## src/rtl/mont17_pkg.sv

```systemverilog
// Shared types for the digit-serial Montgomery multiplier.
package mont17_pkg;
    // Controller phases: idle, per-row quotient cycle, digit loop.
    typedef enum logic [1:0] {
        PH_IDLE = 2'd0,
        PH_QUOT = 2'd1,
        PH_LOOP = 2'd2
    } mont_phase_t;
endpackage

```

## src/rtl/mont17_qgen.sv

```systemverilog
// Quotient digit generator.
// Computes q = ((x0*yi + s0) * minv) mod 2^W, purely combinational.
// Assumes s0 is already forced to zero by the caller in row 0.
module mont17_qgen #(
    parameter int DIGIT_W = 17
) (
    input  logic [DIGIT_W-1:0] x0,
    input  logic [DIGIT_W-1:0] yi,
    input  logic [DIGIT_W-1:0] s0,
    input  logic [DIGIT_W-1:0] minv,
    output logic [DIGIT_W-1:0] q
);
    localparam int PW = 2 * DIGIT_W;

    logic [PW-1:0] xy_low;
    logic [PW-1:0] q_full;
    logic [DIGIT_W-1:0] t_low;

    // Only the low digit of x0*yi + s0 feeds the quotient.
    always_comb begin
        xy_low = {{DIGIT_W{1'b0}}, x0} * {{DIGIT_W{1'b0}}, yi};
        t_low  = xy_low[DIGIT_W-1:0] + s0;
        q_full = {{DIGIT_W{1'b0}}, t_low} * {{DIGIT_W{1'b0}}, minv};
        q      = q_full[DIGIT_W-1:0];
    end
endmodule

```

## src/rtl/mont17_digit_pe.sv

```systemverilog
// Digit processing element holding the four row carries.
// Per step: {ca,a} = xj*yi + ca ; {cb,b} = q*mj + cb ;
//           {cg,g} = a + b + cg ; {cs,sum} = g + sj + cs.
// Assumes callers zero xj, mj, sj where the algorithm needs zero.
module mont17_digit_pe #(
    parameter int DIGIT_W = 17
) (
    input  logic               clk,
    input  logic               rst_n,
    input  logic               clr,
    input  logic               en,
    input  logic               first,
    input  logic               last,
    input  logic [DIGIT_W-1:0] xj,
    input  logic [DIGIT_W-1:0] yi,
    input  logic [DIGIT_W-1:0] qd,
    input  logic [DIGIT_W-1:0] mj,
    input  logic [DIGIT_W-1:0] sj,
    output logic [DIGIT_W-1:0] sum_digit
);
    localparam int PW = 2 * DIGIT_W;

    logic [DIGIT_W-1:0] ca, cb;
    logic               cg, cs;
    logic [PW-1:0]      pa, pb;
    logic [DIGIT_W:0]   g, s;

    // Combinational digit arithmetic with split carries.
    always_comb begin
        pa = {{DIGIT_W{1'b0}}, xj} * {{DIGIT_W{1'b0}}, yi} + {{DIGIT_W{1'b0}}, ca};
        pb = {{DIGIT_W{1'b0}}, qd} * {{DIGIT_W{1'b0}}, mj} + {{DIGIT_W{1'b0}}, cb};
        g  = {1'b0, pa[DIGIT_W-1:0]} + {1'b0, pb[DIGIT_W-1:0]} + {{DIGIT_W{1'b0}}, cg};
        s  = {1'b0, g[DIGIT_W-1:0]} + {1'b0, sj} + {{DIGIT_W{1'b0}}, cs};
        sum_digit = s[DIGIT_W-1:0];
    end

    // Carry registers: cleared per row, advanced per digit step.
    always_ff @(posedge clk) begin
        if (!rst_n || clr) begin
            ca <= '0;
            cb <= '0;
            cg <= 1'b0;
            cs <= 1'b0;
        end else if (en) begin
            ca <= pa[PW-1:DIGIT_W];
            cb <= pb[PW-1:DIGIT_W];
            cg <= g[DIGIT_W];
            cs <= s[DIGIT_W];
        end
    end

    AST_LOW_DIGIT_ZERO: assert property (@(posedge clk) disable iff (!rst_n)
        (en && first) |-> (sum_digit == '0));
    AST_ROW_SPILL_ZERO: assert property (@(posedge clk) disable iff (!rst_n)
        (en && last) |-> (!g[DIGIT_W] && !s[DIGIT_W] && pa[PW-1:DIGIT_W] == '0));
endmodule

```

## src/rtl/mont17_seq.sv

```systemverilog
// Row/digit sequencer.
// Captures the digit count at an accepted start, then runs d rows of
// one quotient cycle plus d+1 digit cycles, then pulses done.
// Assumes 1 <= num_digits <= MAX_DIGITS for a start to be accepted.
module mont17_seq
    import mont17_pkg::*;
#(
    parameter int MAX_DIGITS = 8,
    parameter int CW = $clog2(MAX_DIGITS + 1)
) (
    input  logic          clk,
    input  logic          rst_n,
    input  logic          start,
    input  logic [CW-1:0] num_digits,
    output logic          busy,
    output logic          done,
    output logic          in_quot,
    output logic          in_loop,
    output logic          first_step,
    output logic          last_step,
    output logic          row0,
    output logic [CW-1:0] row_idx,
    output logic [CW-1:0] dig_idx,
    output logic [CW-1:0] d_cur
);
    mont_phase_t   phase;
    logic [CW-1:0] i_q, j_q, d_q;
    logic          done_q;
    logic          len_ok;

    // Accepted digit counts.
    assign len_ok = (num_digits != '0) && (num_digits <= CW'(MAX_DIGITS));

    // Phase, counters and completion pulse.
    always_ff @(posedge clk) begin
        if (!rst_n) begin
            phase  <= PH_IDLE;
            i_q    <= '0;
            j_q    <= '0;
            d_q    <= '0;
            done_q <= 1'b0;
        end else begin
            done_q <= 1'b0;
            case (phase)
                PH_IDLE: begin
                    if (start && len_ok) begin
                        d_q   <= num_digits;
                        i_q   <= '0;
                        j_q   <= '0;
                        phase <= PH_QUOT;
                    end
                end
                PH_QUOT: begin
                    j_q   <= '0;
                    phase <= PH_LOOP;
                end
                PH_LOOP: begin
                    if (j_q == d_q) begin
                        if (i_q == d_q - CW'(1)) begin
                            phase  <= PH_IDLE;
                            done_q <= 1'b1;
                        end else begin
                            i_q   <= i_q + CW'(1);
                            phase <= PH_QUOT;
                        end
                    end else begin
                        j_q <= j_q + CW'(1);
                    end
                end
                default: phase <= PH_IDLE;
            endcase
        end
    end

    // Decoded status toward the datapath.
    always_comb begin
        busy       = (phase != PH_IDLE);
        done       = done_q;
        in_quot    = (phase == PH_QUOT);
        in_loop    = (phase == PH_LOOP);
        first_step = in_loop && (j_q == '0);
        last_step  = in_loop && (j_q == d_q);
        row0       = (i_q == '0);
        row_idx    = i_q;
        dig_idx    = j_q;
        d_cur      = d_q;
    end

    AST_DONE_PULSE: assert property (@(posedge clk) disable iff (!rst_n)
        done |=> !done);
    AST_DONE_IDLE: assert property (@(posedge clk) disable iff (!rst_n)
        done |-> !busy);
    AST_LEN_HELD: assert property (@(posedge clk) disable iff (!rst_n)
        (busy && $past(busy)) |-> $stable(d_q));
    AST_DIGIT_BOUND: assert property (@(posedge clk) disable iff (!rst_n)
        in_loop |-> (j_q <= d_q && i_q < d_q));
endmodule

```

## src/rtl/mont17_mul.sv

```systemverilog
// Digit-serial Montgomery multiplier top.
// Drives the operand and result memory addresses, masks the zero digits
// (row-0 sum and position d), forms q in the quotient cycle and writes
// each new sum digit one address below the digit read.
// Assumes combinational-read digit memories and 17d >= R+3.
module mont17_mul #(
    parameter int DIGIT_W    = 17,
    parameter int MAX_DIGITS = 8,
    localparam int CW        = $clog2(MAX_DIGITS + 1)
) (
    input  logic               clk,
    input  logic               rst_n,
    input  logic               start,
    input  logic [CW-1:0]      num_digits,
    input  logic [DIGIT_W-1:0] minv,
    output logic               busy,
    output logic               done,
    output logic [CW-1:0]      x_addr,
    input  logic [DIGIT_W-1:0] x_digit,
    output logic [CW-1:0]      y_addr,
    input  logic [DIGIT_W-1:0] y_digit,
    output logic [CW-1:0]      m_addr,
    input  logic [DIGIT_W-1:0] m_digit,
    output logic [CW-1:0]      s_raddr,
    input  logic [DIGIT_W-1:0] s_rdata,
    output logic               s_we,
    output logic [CW-1:0]      s_waddr,
    output logic [DIGIT_W-1:0] s_wdata
);
    logic               in_quot, in_loop, first_step, last_step, row0;
    logic [CW-1:0]      row_idx, dig_idx, d_cur;
    logic [DIGIT_W-1:0] q_new, q_r, yi_r, s0_eff;
    logic [DIGIT_W-1:0] xj_eff, mj_eff, sj_eff, sum_digit;

    mont17_seq #(.MAX_DIGITS(MAX_DIGITS), .CW(CW)) u_seq (
        .clk        (clk),
        .rst_n      (rst_n),
        .start      (start),
        .num_digits (num_digits),
        .busy       (busy),
        .done       (done),
        .in_quot    (in_quot),
        .in_loop    (in_loop),
        .first_step (first_step),
        .last_step  (last_step),
        .row0       (row0),
        .row_idx    (row_idx),
        .dig_idx    (dig_idx),
        .d_cur      (d_cur)
    );

    // Address generation: digit 0 in the quotient cycle, digit j in the loop.
    always_comb begin
        x_addr  = in_quot ? '0 : dig_idx;
        m_addr  = dig_idx;
        s_raddr = in_quot ? '0 : dig_idx;
        y_addr  = row_idx;
    end

    // Zero masking of the stale row-0 sum and the position-d digits.
    always_comb begin
        s0_eff = row0 ? '0 : s_rdata;
        xj_eff = last_step ? '0 : x_digit;
        mj_eff = last_step ? '0 : m_digit;
        sj_eff = (row0 || last_step) ? '0 : s_rdata;
    end

    mont17_qgen #(.DIGIT_W(DIGIT_W)) u_qgen (
        .x0   (x_digit),
        .yi   (y_digit),
        .s0   (s0_eff),
        .minv (minv),
        .q    (q_new)
    );

    // Hold the row's quotient and multiplier digit for the digit loop.
    always_ff @(posedge clk) begin
        if (!rst_n) begin
            q_r  <= '0;
            yi_r <= '0;
        end else if (in_quot) begin
            q_r  <= q_new;
            yi_r <= y_digit;
        end
    end

    mont17_digit_pe #(.DIGIT_W(DIGIT_W)) u_pe (
        .clk       (clk),
        .rst_n     (rst_n),
        .clr       (in_quot),
        .en        (in_loop),
        .first     (first_step),
        .last      (last_step),
        .xj        (xj_eff),
        .yi        (yi_r),
        .qd        (q_r),
        .mj        (mj_eff),
        .sj        (sj_eff),
        .sum_digit (sum_digit)
    );

    // Shifted write-back: digit j of the new sum lands at address j-1.
    always_comb begin
        s_we    = in_loop && !first_step;
        s_waddr = dig_idx - CW'(1);
        s_wdata = sum_digit;
    end

    AST_NO_IDLE_WRITE: assert property (@(posedge clk) disable iff (!rst_n)
        !busy |-> !s_we);
    AST_WRITE_ASCEND: assert property (@(posedge clk) disable iff (!rst_n)
        (s_we && s_waddr != d_cur - CW'(1)) |=> (s_we && s_waddr == $past(s_waddr) + CW'(1)));
    AST_WRITE_RANGE: assert property (@(posedge clk) disable iff (!rst_n)
        s_we |-> (s_waddr < d_cur));
endmodule

```

## config.mk

```make
export PLATFORM = sky130hd
export DESIGN_NAME = mont17_mul
export DESIGN_NICKNAME = d
export VERILOG_FILES = /design/src/rtl/mont17_pkg.sv /design/src/rtl/mont17_qgen.sv /design/src/rtl/mont17_digit_pe.sv /design/src/rtl/mont17_seq.sv /design/src/rtl/mont17_mul.sv
export SDC_FILE = /design/constraint.sdc
export NUM_CORES = 2
export LEC_CHECK = 0
export BUFFER_PORTS_ARGS = -buffer_cell sky130_fd_sc_hd__buf_2
export CAP_MARGIN = 20
export CORE_AREA = 3 3 283 285
export CTS_CLUSTER_DIAMETER = 120
export DETAILED_ROUTE_END_ITERATION = 16
export DIE_AREA = 0 0 286 288
export PLACE_DENSITY_LB_ADDON = 0.25
export RECOVER_POWER = 100
export SLEW_MARGIN = 25
export SYNTH_ARGS = -nofsm -noshare
export SYNTH_HDL_FRONTEND = slang
export SYNTH_SLANG_ARGS = --single-unit
```

## constraint.sdc

```tcl
create_clock -name clk -period 11.7 [get_ports clk]
set_input_delay 2.34 -clock clk [delete_from_list [all_inputs] [get_ports clk]]
set_output_delay 2.34 -clock clk [all_outputs]
set_load 0.01 [all_outputs]
```

Word level (Yosys, flattened, before mapping):

Cells that the tools add are included.

* $add $sub $neg: 11
* $mul: 4
* divide/modulo/power cells: 0
* order comparisons: 1
* eq/ne operators: 8
* shift operators: 0
* muxes and demuxes: 16
* bitwise operators: 0
* reductions and logical operators: 21

Operators with widths (count)
* 34-bit by 17-bit adder with 34-bit output: 2
* 17-bit by 17-bit multiplier with 34-bit output: 2
* 17-bit two-way mux: 4
* 17-bit by 17-bit adder with 18-bit output: 2
* 18-bit by 1-bit adder with 18-bit output: 2
* 17-bit by 17-bit multiplier with 17-bit output: 2
* 4-bit two-way mux: 5
* 17-bit adder: 1
* 4-bit one-hot mux with 3 select lines: 1
* 4-bit by 1-bit adder with 4-bit output, second input constant: 2
* 4-bit == test: 2
* 4-bit logical NOT: 2
* 4-bit one-hot mux with 2 select lines: 1
* 4-bit by 1-bit subtractor with 4-bit output, second input constant: 2
* 2-bit one-hot mux with 3 select lines: 1
* 3-bit AND reduction: 2
* 1-bit logical AND: 5
* 4-bit <= comparator, second input constant: 1
* 2-bit two-way mux: 2
* 2-bit by 1-bit != test with 1-bit output, second input constant: 2
* 2-bit != test, second input constant: 2
* 2-bit AND reduction: 2
* 4-bit AND reduction: 1
* 2-bit nonzero test: 2
* 8 further kinds: 11

* register bits: 85
* bits in latches: 0
* bits in writable memories: 0
* ROM bits: 0
* bits of input ports: 92
* memories: 0

Logic depth before layout (Yosys ltp):

* depth after elaboration: 9
* mapped depth: 42

Cells and area by module:

A second synthesis with hierarchy kept.

* cell total of the unflattened synthesis: 4085
* area, all modules: 35166.2 µm²

By module, submodules not included
* mont17_digit_pe: times used 1, cells an instance 2682, area an instance 22948.3 µm²
* mont17_qgen: times used 1, cells an instance 1093, area an instance 9362.7 µm²
* mont17_mul: times used 1, cells an instance 199, area an instance 1841.8 µm²
* mont17_seq: times used 1, cells an instance 111, area an instance 1013.5 µm²

Worst setup path before layout:

Ideal clock, no wire load.

* path kind: input port to flip-flop
* start: input port x_digit[8]
* end: register q_r[16]
* arrival: 12.615 ns
* required time: 11.585 ns
* setup slack: -1.030 ns
* stages on the path: 37
* path buffers: 2
* path through: clkbuf_1 clkbuf_1 and2_1 fa_1 inv_1 fa_1 fa_1 inv_1 fa_1 inv_1 fa_1 fa_1 inv_1 ha_1 or3_1 or3_1 o311ai_0 nand2_1 fa_1 fa_1 fa_1 inv_1 fa_1 inv_1 fa_1 fa_1 xor2_1 xnor2_1 xnor2_1 xnor3_1 xnor3_1 xnor3_1 xnor2_2 xnor3_1 xnor2_1 o21ai_1 and2_1

* cells in the longest elaborated chain, start to end: 3

Ends and longest elaborated chain
* from (decl): line mont17_mul.sv:19 `input logic [DIGIT_W-1:0] x_digit,`
* 17-bit by 17-bit multiplier with 17-bit output: line mont17_qgen.sv:21 `xy_low = {{DIGIT_W{1'b0}}, x0} * {{DIGIT_W{1'b0}}, yi};`
* 17-bit adder: line mont17_qgen.sv:22 `t_low = xy_low[DIGIT_W-1:0] + s0;`
* 17-bit by 17-bit multiplier with 17-bit output: line mont17_qgen.sv:23 `q_full = {{DIGIT_W{1'b0}}, t_low} * {{DIGIT_W{1'b0}}, minv};`
* to (signal assigned): line mont17_mul.sv:82 `q_r <= q_new;`
* to (decl): line mont17_mul.sv:32 `logic [DIGIT_W-1:0] q_new, q_r, yi_r, s0_eff;`

No other way between the ends.
A chain may end at the register's enable or synchronous reset.

Final worst setup path:

* start: input port y_digit[5]
* end: register q_r[16]

* cells in the longest elaborated chain, start to end: 3

Ends and longest elaborated chain
* from (decl): line mont17_mul.sv:21 `input logic [DIGIT_W-1:0] y_digit,`
* 17-bit by 17-bit multiplier with 17-bit output: line mont17_qgen.sv:21
* 17-bit adder: line mont17_qgen.sv:22
* 17-bit by 17-bit multiplier with 17-bit output: line mont17_qgen.sv:23

No other way between the ends.

==> results.ini <==
[layout]
drive_above_1_share_pct = 12.9
nFillCells = 7565
final_cell_mix = inv_1 (925), fa_1 (679), nand2_1 (526)
seq_area_um2 = 1700
layout.nets = 5484
design_area_um2 = 39300
multi_input_area_um2 = 29300
layout_commonest_cell = inv_1
area.growth.synth_to_final_pct = 12.9

[logic_synthesis]
syn-cell-area_um2 = 34800
syn-instance-count = 4114
synthesis.nets = 5254
yosysSeqAreaShare_pct = 4.88
yosys_warnings = 0
synth_seq_cells = 85
synth-main-ff-cell = dfxtp_1
ys_types = 70
synth_edf_count = 0
async_flop_share_pct = 0
syn_area_per_cell_um2 = 8.47

[worst_setup_path]
arrival_ns = 11.98
cp_max_fo = 6
crit_type = in2reg
setup.worst_path.end_class = register
required_ns = 11.96
start_kind = input port
cp_common_cell = fa_1
cp_slowest_cell = fa_1
reg2reg_setup_slack_ns = 1.03
cp_slowest_stage_delay_ns = 0.54

[timing]
post-route-period-util_pct = 100
max_slew_margin_pct = -81.7
tightest_slew_ns = 2.73
tns_ns = -0.0383
finalHoldViolations = 0
fin_skew_ns = 0.0139
fin_crit_ns = 11.72
whs_ns = 0.466
rsz0062_at_grt = true
slew_violations = 87
timing.fmax_mhz = 85.3
setup_viol = 2
fin_ws_ns = -0.0192

[die]
die_y_um = 288
die_w_um = 286
coreArea_um2 = 77600
num_io_pins = 132
dieArea_um2 = 82400
start_util_pct = 44.9
rows = 102

[detailed_routing]
drc = 0
ant_nets = 0
wl_per_cell_um = 19.0
vias = 27900
first_pass_iters = 5
drt_first_iter_violations = 1962
wl_um = 102000
vias_per_cell = 5.18

[status]
violations = max-capacitance violations, max-slew violations, negative setup slack
status = finished with violations

[placed_design]
post-dp-hpwl_um = 84900
post_dp_cell_area_um2 = 38300
io_buffer_count = 131
gp_congestion = 0.957

[cts]
cts_made_buffers = 9
ctsRootBufferMaster = clkbuf_16
cts_tree = done
clkSinkCount = 85
path_clk_slew_ns = 0.07
clock_latency_ns = 0.39
cts_max_level = 3
clockBufferDepth = 2

[global_routing]
gr-usage-all-layers_pct = 25.5
grt_pass1_wl_um = 163000
grt_max_degree = 117
grt_antenna_before_repair = 2
grt_pass1_vias = 28900
grt_overflow_total = 0

[min_path]
hp-class = reg2reg

[job]
cap_violations = 2

what timing repair did:
action | 4_1_cts | 5_1_grt
pin swaps | 53 | 47
resized for setup | 82 | 83
gates cloned | 0 | 2
setup buffers | 6 | 6
setup endpoints to repair | 4 | 5
hold buffers | 0 | 0
per-layer routing:
metal	track usage (%)	wire length, um	vias to the layer above
li1	-	-	13000
met2	40.9	47100	963
met1	35.1	44400	13900
met4	7.25	2610	0
met3	5.01	8280	123
met5	0	0	-
worst paths after layout:
kind,from,to,cells after the start
worst min register to register,u_pe.ca[16],u_pe.ca[16],2
worst min-delay path,u_pe.ca[16],u_pe.ca[16],2
worst max-delay path,y_digit[5],q_r[16],37
worst max register to register,u_seq.row_idx[0],q_r[16],40
cell usage after synthesis (9+ instances only):
master      n  area share (%)
and3_1    290             5.2
xnor2_1   111             2.8
clkbuf_1  192             2.1
ha_1      359              13
o21bai_1   11            0.24
a21boi_0   35            0.75
o21ai_0    75             1.1
and2_1    247             4.4
nand3_1    51            0.73
a31oi_1     9            0.16
fa_1      689              40
inv_1     939              10
or3_1      11            0.20
nand2_1   528             5.7
o21a_1     16            0.34
buf_4      21            0.45
xor2_1     33            0.83
nand2b_1   15            0.27
a21o_1     33            0.71
nor2b_1    26            0.47
buf_1       9           0.097
a21oi_1    85             1.2
nor2_1     80            0.86
dfxtp_1    85             4.9
a211oi_1   13            0.28
nor3_1     28            0.40
flip-flops by register name, summed over array words and instances, names as in the netlist:
register / count
u_seq.dig_idx: 4
u_seq.phase: 2
q_r: 17
u_seq.row_idx: 4
u_seq.d_cur: 4
u_pe.cb: 17
u_pe.cs: 1
u_seq.done: 1
u_pe.ca: 17
yi_r: 17
u_pe.cg: 1
layout make-up:
cell class	count	share of cell area, %
Timing Repair Buffer	443	8.18
Tap cell	1040	3.31
Inverter	939	8.96
Clock buffer	9	0.573
Antenna cell	3	0.0191
Multi-Input combinational cell	2866	74.4
Sequential cell	85	4.33
Clock inverter	7	0.184
critical path: cells and delay by family:
family / cells / cell delay, ns
compound gates: 2 / 0.15
xor+xnor: 9 / 1.71
buf+inv: 8 / 0.57
fa+ha+maj: 13 / 6.13
simple gates: 5 / 1.07
metrics by stage:
step	setup WS, ns	cells	utilization, %
finish	-0.0192	5392	50.7
global route	-0.381	5390	50.7
CTS	-0.103	5381	50.1
detailed placement	-0.481	5359	49.3
global placement	-0.465	5359	49.3
floorplan	-0.0273	4114	-
kinds of logic (layout without fill, tap and decap cells):
group,count (synthesis),after routing,synth area share [%]
fa+ha+maj,1048,1048,52.5
mux,6,6,0.172
compound gates,339,339,6.36
flops,85,85,4.88
buf+inv,1163,1398,12.8
simple gates,1321,1321,19.2
xor+xnor,152,152,4.12
other cells,0,3,0
Power is left out: the tool's default activity adds up to more than one toggle a clock period on the data nets, which glitch-free logic cannot reach.
